### config.mk
export PLATFORM = sky130hd
export DESIGN_NAME = clk_fanout_gate
export DESIGN_NICKNAME = d
export VERILOG_FILES = /design/src/rtl/clk_fanout_gate_pkg.sv /design/src/rtl/fg_line_sync.sv /design/src/rtl/fg_serial_rx.sv /design/src/rtl/fg_enable_regs.sv /design/src/rtl/fg_gate_bank.sv /design/src/rtl/clk_fanout_gate.sv
export SDC_FILE = /design/constraint.sdc
export NUM_CORES = 1
export LEC_CHECK = 0
export ABC_AREA = 1
export BUFFER_PORTS_ARGS = -buffer_cell sky130_fd_sc_hd__buf_2
export CAP_MARGIN = 0
export CORE_MARGIN = 2
export CORE_UTILIZATION = 45
export CTS_CLUSTER_SIZE = 12
export DETAILED_ROUTE_END_ITERATION = 16
export HOLD_SLACK_MARGIN = 0.03
export PLACE_DENSITY = 0.71
export RECOVER_POWER = 100
export SYNTH_ARGS = -nofsm -noshare
export SYNTH_HDL_FRONTEND = slang
export SYNTH_SLANG_ARGS = --single-unit
### constraint.sdc
create_clock -name clk -period 3.9 [get_ports clk]
set_input_delay 0.195 -clock clk [delete_from_list [all_inputs] [get_ports clk]]
set_output_delay 0.195 -clock clk [all_outputs]
set_load 0.1 [all_outputs]
### src/rtl/clk_fanout_gate_pkg.sv
package clk_fanout_gate_pkg;

    typedef enum logic [1:0] {
        RX_IDLE = 2'd0,
        RX_ADDR = 2'd1,
        RX_DATA = 2'd2,
        RX_SKIP = 2'd3
    } rx_state_e;

    typedef struct packed {
        logic       valid;
        logic [1:0] idx;
        logic [7:0] data;
    } byte_commit_t;

    // Which received byte carries the enable for a given output (3 = none).
    function automatic logic [1:0] src_byte(input int unsigned out_n);
        if (out_n < 6)       return 2'd0;
        else if (out_n < 12) return 2'd1;
        else if (out_n < 14) return 2'd2;
        else                 return 2'd3;
    endfunction

    // Bit position within that byte.
    function automatic logic [2:0] src_bit(input int unsigned out_n);
        case (out_n)
            0, 1, 2, 3:    return 3'(out_n);
            4:             return 3'd6;
            5:             return 3'd7;
            6:             return 3'd0;
            7:             return 3'd1;
            8, 9, 10, 11:  return 3'(out_n - 4);
            12:            return 3'd6;
            13:            return 3'd7;
            default:       return 3'd0;
        endcase
    endfunction

endpackage

### src/rtl/fg_line_sync.sv
module fg_line_sync #(
    parameter int STAGES = 2
) (
    input  logic clk,
    input  logic rst,
    input  logic line_i,
    output logic level_o,
    output logic rise_o,
    output logic fall_o
);
    logic [STAGES-1:0] chain_q;
    logic              prev_q;

    always_ff @(posedge clk) begin
        if (rst) begin
            chain_q <= '1;
            prev_q  <= 1'b1;
        end else begin
            chain_q <= {chain_q[STAGES-2:0], line_i};
            prev_q  <= chain_q[STAGES-1];
        end
    end

    assign level_o = chain_q[STAGES-1];
    assign rise_o  = chain_q[STAGES-1] & ~prev_q;
    assign fall_o  = ~chain_q[STAGES-1] & prev_q;
endmodule

### src/rtl/fg_serial_rx.sv
module fg_serial_rx
    import clk_fanout_gate_pkg::*;
#(
    parameter logic [6:0] SLAVE_ADDR = 7'b1101001,
    parameter int         NUM_BYTES  = 3
) (
    input  logic         clk,
    input  logic         rst,
    input  logic         scl_lvl,
    input  logic         scl_rise,
    input  logic         scl_fall,
    input  logic         sda_lvl,
    input  logic         sda_rise,
    input  logic         sda_fall,
    output logic         sda_pull_o,
    output byte_commit_t commit_o
);
    localparam logic [1:0] LAST_IDX = 2'(NUM_BYTES);

    rx_state_e  state_q;
    logic [3:0] bitcnt_q;
    logic [7:0] shreg_q;
    logic [1:0] byte_idx_q;
    logic [7:0] full_byte;
    logic       start_det;
    logic       stop_det;

    assign start_det = sda_fall & scl_lvl;
    assign stop_det  = sda_rise & scl_lvl;
    assign full_byte = {shreg_q[6:0], sda_lvl};

    always_ff @(posedge clk) begin
        if (rst) begin
            state_q    <= RX_IDLE;
            bitcnt_q   <= '0;
            shreg_q    <= '0;
            byte_idx_q <= '0;
            sda_pull_o <= 1'b0;
            commit_o   <= '0;
        end else begin
            commit_o.valid <= 1'b0;
            if (start_det) begin
                state_q    <= RX_ADDR;
                bitcnt_q   <= '0;
                byte_idx_q <= '0;
                sda_pull_o <= 1'b0;
            end else if (stop_det) begin
                state_q    <= RX_IDLE;
                bitcnt_q   <= '0;
                sda_pull_o <= 1'b0;
            end else if (state_q != RX_IDLE) begin
                if (scl_rise) begin
                    if (bitcnt_q < 4'd8) begin
                        shreg_q  <= full_byte;
                        bitcnt_q <= bitcnt_q + 4'd1;
                        if (bitcnt_q == 4'd7) begin
                            if (state_q == RX_ADDR) begin
                                if (full_byte[7:1] != SLAVE_ADDR || full_byte[0])
                                    state_q <= RX_SKIP;
                            end else if (state_q == RX_DATA) begin
                                if (byte_idx_q < LAST_IDX) begin
                                    commit_o.valid <= 1'b1;
                                    commit_o.idx   <= byte_idx_q;
                                    commit_o.data  <= full_byte;
                                    byte_idx_q     <= byte_idx_q + 2'd1;
                                end
                            end
                        end
                    end else if (bitcnt_q == 4'd8) begin
                        bitcnt_q <= 4'd9;
                        if (state_q == RX_ADDR) state_q <= RX_DATA;
                    end
                end else if (scl_fall) begin
                    if (bitcnt_q == 4'd8 && state_q != RX_SKIP) begin
                        sda_pull_o <= 1'b1;
                    end else if (bitcnt_q == 4'd9) begin
                        bitcnt_q   <= '0;
                        sda_pull_o <= 1'b0;
                    end
                end
            end
        end
    end

    p_ack_window_r1: assert property (@(posedge clk) disable iff (rst)
        sda_pull_o |-> (bitcnt_q >= 4'd8));

    p_skip_silent_r12: assert property (@(posedge clk) disable iff (rst)
        (state_q == RX_SKIP) |-> !sda_pull_o);

    p_commit_bound_r10: assert property (@(posedge clk) disable iff (rst)
        commit_o.valid |-> (commit_o.idx < LAST_IDX));

    p_start_clears_r11: assert property (@(posedge clk) disable iff (rst)
        $past(start_det) |-> (byte_idx_q == 2'd0 && bitcnt_q == 4'd0 && !commit_o.valid));
endmodule

### src/rtl/fg_enable_regs.sv
module fg_enable_regs
    import clk_fanout_gate_pkg::*;
#(
    parameter int NUM_OUT = 14
) (
    input  logic               clk,
    input  logic               rst,
    input  byte_commit_t       commit_i,
    output logic [NUM_OUT-1:0] en_o
);
    for (genvar i = 0; i < NUM_OUT; i++) begin : g_flag
        localparam logic [1:0] BYTE_SEL = src_byte(i);
        localparam logic [2:0] BIT_SEL  = src_bit(i);
        always_ff @(posedge clk) begin
            if (rst)
                en_o[i] <= 1'b1;
            else if (commit_i.valid && commit_i.idx == BYTE_SEL)
                en_o[i] <= commit_i.data[BIT_SEL];
        end
    end

    p_reset_on_r3: assert property (@(posedge clk) disable iff (rst)
        $past(rst) |-> (en_o == '1));
endmodule

### src/rtl/fg_gate_bank.sv
module fg_gate_bank #(
    parameter int NUM_OUT = 14
) (
    input  logic               clk,
    input  logic               rst,
    input  logic               ref_clk_i,
    input  logic               oe_pin_i,
    input  logic [NUM_OUT-1:0] en_i,
    output logic [NUM_OUT-1:0] clk_out_o,
    output logic [NUM_OUT-1:0] clk_oe_o
);
    logic [NUM_OUT-1:0] gate_q;

    always_ff @(posedge clk) begin
        if (rst)
            gate_q <= '1;
        else if (!ref_clk_i)
            gate_q <= en_i;
    end

    for (genvar i = 0; i < NUM_OUT; i++) begin : g_out
        assign clk_out_o[i] = oe_pin_i & ref_clk_i & gate_q[i];
        assign clk_oe_o[i]  = oe_pin_i;
    end

    p_no_change_high_r9: assert property (@(posedge clk) disable iff (rst)
        $past(ref_clk_i) |-> $stable(gate_q));
endmodule

### src/rtl/clk_fanout_gate.sv
module clk_fanout_gate
    import clk_fanout_gate_pkg::*;
#(
    parameter int         NUM_OUT     = 14,
    parameter int         NUM_BYTES   = 3,
    parameter int         SYNC_STAGES = 2,
    parameter logic [6:0] SLAVE_ADDR  = 7'b1101001
) (
    input  logic               clk,
    input  logic               rst,
    input  logic               scl_i,
    input  logic               sda_i,
    output logic               sda_pull_o,
    input  logic               ref_clk_i,
    input  logic               oe_pin_i,
    output logic [NUM_OUT-1:0] clk_out_o,
    output logic [NUM_OUT-1:0] clk_oe_o
);
    localparam int NUM_LINES = 2;

    logic [NUM_LINES-1:0] raw_line, lvl, rise, fall;
    byte_commit_t         commit;
    logic [NUM_OUT-1:0]   en_flags;

    assign raw_line = {sda_i, scl_i};

    for (genvar k = 0; k < NUM_LINES; k++) begin : g_sync
        fg_line_sync #(.STAGES(SYNC_STAGES)) u_sync (
            .clk(clk), .rst(rst), .line_i(raw_line[k]),
            .level_o(lvl[k]), .rise_o(rise[k]), .fall_o(fall[k])
        );
    end

    fg_serial_rx #(.SLAVE_ADDR(SLAVE_ADDR), .NUM_BYTES(NUM_BYTES)) u_rx (
        .clk(clk), .rst(rst),
        .scl_lvl(lvl[0]), .scl_rise(rise[0]), .scl_fall(fall[0]),
        .sda_lvl(lvl[1]), .sda_rise(rise[1]), .sda_fall(fall[1]),
        .sda_pull_o(sda_pull_o), .commit_o(commit)
    );

    fg_enable_regs #(.NUM_OUT(NUM_OUT)) u_regs (
        .clk(clk), .rst(rst), .commit_i(commit), .en_o(en_flags)
    );

    fg_gate_bank #(.NUM_OUT(NUM_OUT)) u_gate (
        .clk(clk), .rst(rst), .ref_clk_i(ref_clk_i), .oe_pin_i(oe_pin_i),
        .en_i(en_flags), .clk_out_o(clk_out_o), .clk_oe_o(clk_oe_o)
    );

    p_low_phase_quiet_r8: assert property (@(posedge clk) disable iff (rst)
        !ref_clk_i |-> (clk_out_o == '0));
endmodule

==> flow_summary_export.csv, run 1 <==
group,metric,value,unit
setup_path,crit_fanout,20,
logic_synthesis,yosysTopAreaCell,"dfxtp_1",
logic_synthesis,synth_top_area_share,44.8,%
cells_and_area,multi_input_area,1110,µm²
setup_path,cp-end-kind,"flop",
global_routing,grt.total_usage,16.2,%
setup_path,critical_path.max_stage_delay,0.41,ns
die,die_area,6690,µm²
logic_synthesis,synthTopCellsByArea,"dfxtp_1 45%, nand2_1 10%, nor2_1 7.9%",
detailed_routing,wl_per_cell,10.5,µm
logic_synthesis,synth_cells,363,
global_routing,grt_pass1_vias,1871,
setup_path,worstPathArrival,2.40,ns
cells_and_area,syn_to_final_growth,10.1,%
detailed_routing,via_per_inst,4.67,
timing,maxSlewViolCount,46,
logic_synthesis,async_flop_share,0,%
run_status,status,"finished, violations left",
cells_and_area,nets,395,
logic_synthesis,synthTopCellsByCount,"76 x nand2_1, 61 x dfxtp_1, 57 x nor2_1",
timing,fmax,471,MHz
global_routing,gr-total-overflow,0,
setup_path,cp_cell_sequence,"ha_1 -> inv_1 -> nor2_1 -> nand2_2 -> nor3_1 -> nand2_1 -> nand2_1 -> nand2_1 -> nor2_1",
clock_network,clock-root-buffer,"clkbuf_8",
logic_synthesis,synth_flop_cell,"dfxtp_1",
logic_synthesis,synth-warning-count,0,
clock_network,clkSlewWorstSetupHoldPaths,0.07,ns
detailed_routing,drt_iter0_drc,128,
timing,fin_crit_sh,54.4,%
pwr,peakVddDrop,298,µV
die,io_pins,35,
detailed_routing,vias,2162,
clock_network,cts_sinks,61,
cells_and_area,drive_above_1_share,9.28,%
run,drv_cap,1,
clock_network,clk_latency,0.35,ns
setup_path,crit_type,"reg -> reg",
clock_network,htree_levels,3,
die,die_y,81.8,µm
clock_network,clockBufferDepth,2,
detailed_routing,drc,0,
timing,setup_tns,0,ns
clock_network,cts_tree,"yes",
logic_synthesis,syn_area,2730,µm²
die,placementRows,28,
timing,finalClockSkew,0.0144,ns
pwr,power_leakage,1.50,nW
place,dp_hpwl,3.22,mm
run_status,violations,"max-capacitance violations, max-slew violations",
cells_and_area,ff_latch_area,1220,µm²
setup_path,cp_data_required_time,4.18,ns
logic_synthesis,synth_seq_cells,61,
clock_network,cts_resized,0,
min_path,hp-class,"in -> reg",
timing,hold_viol,0,
logic_synthesis,synth.most_common_cell,"nand2_1",
detailed_routing,postRouteAntennaNets,0,
pwr,p_total,0.00144,W
timing,setup_viol,0,
place,dp.cells,445,
setup_path,start_kind,"flop",
setup_path,crit_slowest_cell,"dfxtp_1",
timing,rsz0062_at_grt,"no",
setup_path,crit_path_frequent_cell,"nand2_1",
logic_synthesis,synthesis.nets,375,
die,core-area,5890,µm²
logic_synthesis,synth-edff-count,0,
setup_path,worstPathBufferInverterCount,1,
timing,finalCriticalPeriod,2.12,ns
detailed_routing,routed_wl,4.88,mm
place,routabilityCongestion,0.849,
global_routing,antenna_found_initial,0,
clock_network,hold_buffers,2,
logic_synthesis,yosysSeqAreaShare,44.8,%
detailed_routing,drtPass1Iterations,4,
logic_synthesis,yosysUniqueCellTypes,26,
die,initial_utilization,46.3,%
setup_path,cpLargestDelayFamily,"simple AND/OR/NAND/NOR gates",
timing,slew_headroom,-23.7,%
cells_and_area,instances_no_fill,463,
global_routing,grt_max_degree,46,
cells_and_area,n_antenna_cell,0,
cells_and_area,fillers,630,
die,die_w,81.8,µm
global_routing,grt_pass1_wl,8.19,mm
pwr,power_density,480,nW/µm²
timing,worstMarginPinSlew,1.86,ns
logic_synthesis,synth.avg_cell_area,7.51,µm²
place,port_buffers,34,
clock_network,cts_buffers,9,
clock_network,postCtsSetupRepairBufs,0,
[sequential cells by signal, summed over array words and instances (netlist names)]
| signal | count |
|---|---|
| u_regs.en_o | 14 |
| u_rx.sda_pull_o | 1 |
| u_rx.state_q | 2 |
| u_gate.gate_q | 14 |
| g_sync.u_sync.chain_q | 4 |
| u_rx.commit_o | 11 |
| g_sync.u_sync.prev_q | 2 |
| u_rx.bitcnt_q | 4 |
| u_rx.byte_idx_q | 2 |
| u_rx.shreg_q | 7 |
[cells in the final DEF, fill, tap and decap left out, drive strengths merged]
cell          n
a21oi        17
and3          1
buf           4
bufinv        2
clkbuf       40
clkinv        2
clkinvlp      2
dfxtp        61
dlygate4sd3   2
ha            6
inv          54
nand2        78
nand3        11
nand4         1
nor2         59
nor3          6
nor3b         1
o211ai       28
o21ai         9
or2           4
[metal layers]
metal	routed length, µm	track usage [%]	up-vias
met5	0	0	-
met4	73	7.50	0
met3	332	6.59	8
met2	2120	25.3	62
met1	2350	19.3	928
li1	-	-	1164
[worst paths after layout]
path | from | endpoint | slack [ns] | depth (start not counted)
hold / removal | rst | u_rx.state_q[0] | 0.21 | 2
setup reg to reg | g_sync[0].u_sync.chain_q[1] | u_rx.commit_o[0] | 1.78 | 9
setup / recovery | g_sync[0].u_sync.chain_q[1] | u_rx.commit_o[0] | 1.78 | 9
hold reg to reg | g_sync[0].u_sync.chain_q[0] | g_sync[0].u_sync.chain_q[1] | 0.41 | 1
[worst register-to-register path, cell delays in order (launching register included)]
cell and delay (ns):
dfxtp_1 0.41, ha_1 0.24, inv_1 0.12, nor2_1 0.23
nand2_2 0.08, nor3_1 0.19, nand2_1 0.41, nand2_1 0.17
nand2_1 0.06, nor2_1 0.13
[power by group]
group          switching (W)  internal [W]  leakage (nW)  total (W)
clock network       0.000263      0.000361         0.106   0.000624
registers         0.00000451      0.000633         0.496   0.000637
logic               0.000158     0.0000216         0.898   0.000179
total               0.000425       0.00102          1.50    0.00144
[area by class of cell]
cell class	instances	share of cell area, %
tap	75	3.13
timing repair buffer	37	5.21
multi-input combinational	221	36.9
clock buffer	9	4.13
sequential	61	40.7
clock inverter	7	3.25
inverter	53	6.63
[through the flow]
step                      instance area, µm²  worst slack [ns]  utilization, %  hold WS (ns)
after global placement                  2810              2.14            47.8         0.382
after global routing                    3000              1.44            51.0         0.211
after CTS                               3050              2.00            51.9         0.118
final                                   3000              1.78            51.0         0.213
after detailed placement                2810              2.05            47.8         0.382
after floorplan                         2730              1.95               -         0.299
[cell families (layout without fill, tap and decap cells)]
kind of cell | after synthesis | after routing | synth area share [%]
adders and majority gates | 6 | 6 | 2.75
DFF | 61 | 61 | 44.8
and+or+nand+nor | 161 | 161 | 25.2
AOI/OAI and AO/OA | 54 | 54 | 13.2
buffers and inverters | 81 | 106 | 14.1
Power figures use the tool's default switching activity.
==> inputs of run 2 (changes only) <==
- clock period: 3.9 -> 2 ns (I/O delays scaled with it)
==> run 2 against run 1 <==
Non-clock buffer count up 3; register-to-register slack worse by 1.5 ns; the run now ends clean; clock skew down 0.0037 ns; die area unchanged.
==> flow_summary_export.csv, run 2 (synthesis gave the netlist of run 1 again) <==
group,metric,value,unit
run_status,status,"finished clean",
setup_path,worstPathArrival,1.99,ns
timing,hold_viol,0,
pwr,pwr-share-clk,40.7,%
min_path,hp-class,"in -> reg",
place,dp.cells,447,
cells_and_area,nets,398,
clock_network,cts_sinks,61,
timing,finalCriticalPeriod,1.75,ns
cells_and_area,top_regs,"u_gate.gate_q x14, u_regs.en_o x14, u_rx.commit_o x11",
setup_path,cp-end-kind,"flop",
timing,fin_crit_sh,87.6,%
detailed_routing,drc,0,
pwr,power_density,895,nW/µm²
pwr,seqPwrFrac,46.2,%
timing,worstMarginPinSlew,1.16,ns
detailed_routing,wl_per_cell,10.3,µm
detailed_routing,routed.top_layer,"met4",
die,core-area,5890,µm²
global_routing,grt_pass1_vias,1839,
die,die_y,81.8,µm
place,dp_slack,0.338,ns
setup_path,critical_path.max_stage_delay,0.41,ns
die,io_pins,35,
setup_path,crit_slowest_cell,"dfxtp_1",
place,port_buffers,34,
pwr,peakVddDrop,474,µV
clock_network,postCtsSetupRepairBufs,0,
global_routing,gr-total-overflow,0,
cells_and_area,final_cell_mix,"77 x nand2_1, 61 x dfxtp_1, 57 x nor2_1, 51 x inv_1, 28 x o211ai_1",
detailed_routing,met3_length,358,µm
clock_network,clk_latency,0.35,ns
detailed_routing,met1_length,2.28,mm
global_routing,grt_pass1_wl,7.89,mm
timing,finalClockSkew,0.0107,ns
global_routing,grt.total_usage,15.5,%
timing,setup_viol,0,
die,die_area,6690,µm²
die,placementRows,28,
global_routing,antenna_found_initial,0,
cells_and_area,final_cell_area,3010,µm²
clock_network,clockBufferDepth,2,
timing,timing.hold.ws,0.231,ns
setup_path,crit_fanout,20,
setup_path,cp_data_required_time,2.24,ns
cells_and_area,n_antenna_cell,0,
place,routabilityCongestion,0.910,
clock_network,cts_buffers,9,
clock_network,clkSlewWorstSetupHoldPaths,0.08,ns
detailed_routing,vias,2224,
pwr,p_sw_share,30.9,%
pwr,p_sw,0.000832,W
setup_path,start_kind,"flop",
detailed_routing,postRouteAntennaNets,0,
timing,slew_headroom,23.2,%
timing,maxSlewViolCount,0,
place,dp_hpwl,3.20,mm
pwr,internal-power,0.00186,W
timing,setup_tns,0,ns
run,drv_cap,0,
detailed_routing,routed_wl,4.79,mm
clock_network,htree_levels,3,
detailed_routing,via_per_inst,4.77,
clock_network,cts_tree,"yes",
setup_path,cp_cell_sequence,"ha_1 -> inv_1 -> nor2_4 -> nand2_1 -> nor3_1 -> nand2_1 -> buf_4 -> nor2_1 -> nor2_1",
cells_and_area,syn_to_final_growth,10.4,%
die,initial_utilization,46.3,%
cells_and_area,instances_no_fill,466,
setup_path,crit_type,"reg -> reg",
timing,setup_ws,0.248,ns
global_routing,grt_max_degree,48,
pwr,power_leakage,1.54,nW
clock_network,clock-root-buffer,"clkbuf_8",
cells_and_area,drive_above_1_share,12.5,%
timing,fmax,571,MHz
die,die_w,81.8,µm
detailed_routing,drt_iter0_drc,122,
pwr,p_comb_share,13.1,%
detailed_routing,route.met2.wl,2.05,mm
detailed_routing,drtPass1Iterations,5,
cells_and_area,mostFrequentLayoutCell,"nand2_1",
timing,rsz0062_at_grt,"no",
place,place_area,2830,µm²
[run 2: cell count changes in the layout (fill, tap and decap cells not counted), sizes merged]
| cell | delta |
|---|---|
| buf | +3 |
| bufinv | -1 |
| clkbuf | -1 |
| clkinv | +1 |
| clkinvlp | +1 |
| dlygate4sd3 | +1 |
| inv | -1 |
[run 2: layer usage]
| layer | up-vias | global-route usage (%) |
|---|---|---|
| li1 | 1173 | - |
| met1 | 973 | 19.5 |
| met2 | 68 | 23.4 |
| met3 | 10 | 5.27 |
| met4 | 0 | 8.50 |
| met5 | - | 0 |
[run 2: critical path: cells and delay by family, from the launching register on]
kind / cells / cell delay, ns
and+or+nand+nor: 6 / 0.68
adders and majority gates: 1 / 0.22
DFF: 1 / 0.41
buffers and inverters: 2 / 0.33
[run 2: final cells by class]
| cell class | instances | area [µm²] |
|---|---|---|
| well taps | 75 | 93.8 |
| flip-flops and latches | 61 | 1220 |
| multi-input cells | 221 | 1090 |
| clock buffers | 9 | 124 |
| repair buffers | 40 | 203 |
| fillers | 591 | 2880 |
| clock inverters | 7 | 75.1 |
| inverters | 53 | 199 |
[run 2: power by group through the flow]
stage | clock network, W | registers (W) | logic, W
6_report | 0.00110 | 0.00124 | 0.000354
4_1_cts | 0.00112 | 0.00124 | 0.000362
3_3_place_gp | 0 | 0.00127 | 0.000355
5_1_grt | 0.00117 | 0.00124 | 0.000374
3_5_place_dp | 0 | 0.00127 | 0.000357
2_1_floorplan | 0 | 0.00127 | 0.000331
[run 2: path summary, 6_finish.rpt]
| check | from | endpoint | slack, ns | cells after the start |
|---|---|---|---|---|
| worst min register to register | g_sync[0].u_sync.chain_q[0] | g_sync[0].u_sync.chain_q[1] | 0.41 | 1 |
| worst max register to register | g_sync[0].u_sync.chain_q[1] | u_rx.commit_o[3] | 0.25 | 9 |
| worst max-delay path | g_sync[0].u_sync.chain_q[1] | u_rx.commit_o[3] | 0.25 | 9 |
| worst min-delay path | ref_clk_i | u_gate.gate_q[4] | 0.23 | 4 |
[run 2: through the flow]
step / util, % / power [W]
after floorplan: - / 0.00160
after global placement: 48.0 / 0.00163
after detailed placement: 48.0 / 0.00163
after CTS: 51.9 / 0.00273
after global routing: 51.1 / 0.00279
final: 51.1 / 0.00269
[run 2: what timing repair did]
action                     in CTS  in global routing
setup endpoints to repair       0                  0
resized for setup               0                  0
hold buffers                    3                  0
hold endpoints to repair        4                  0
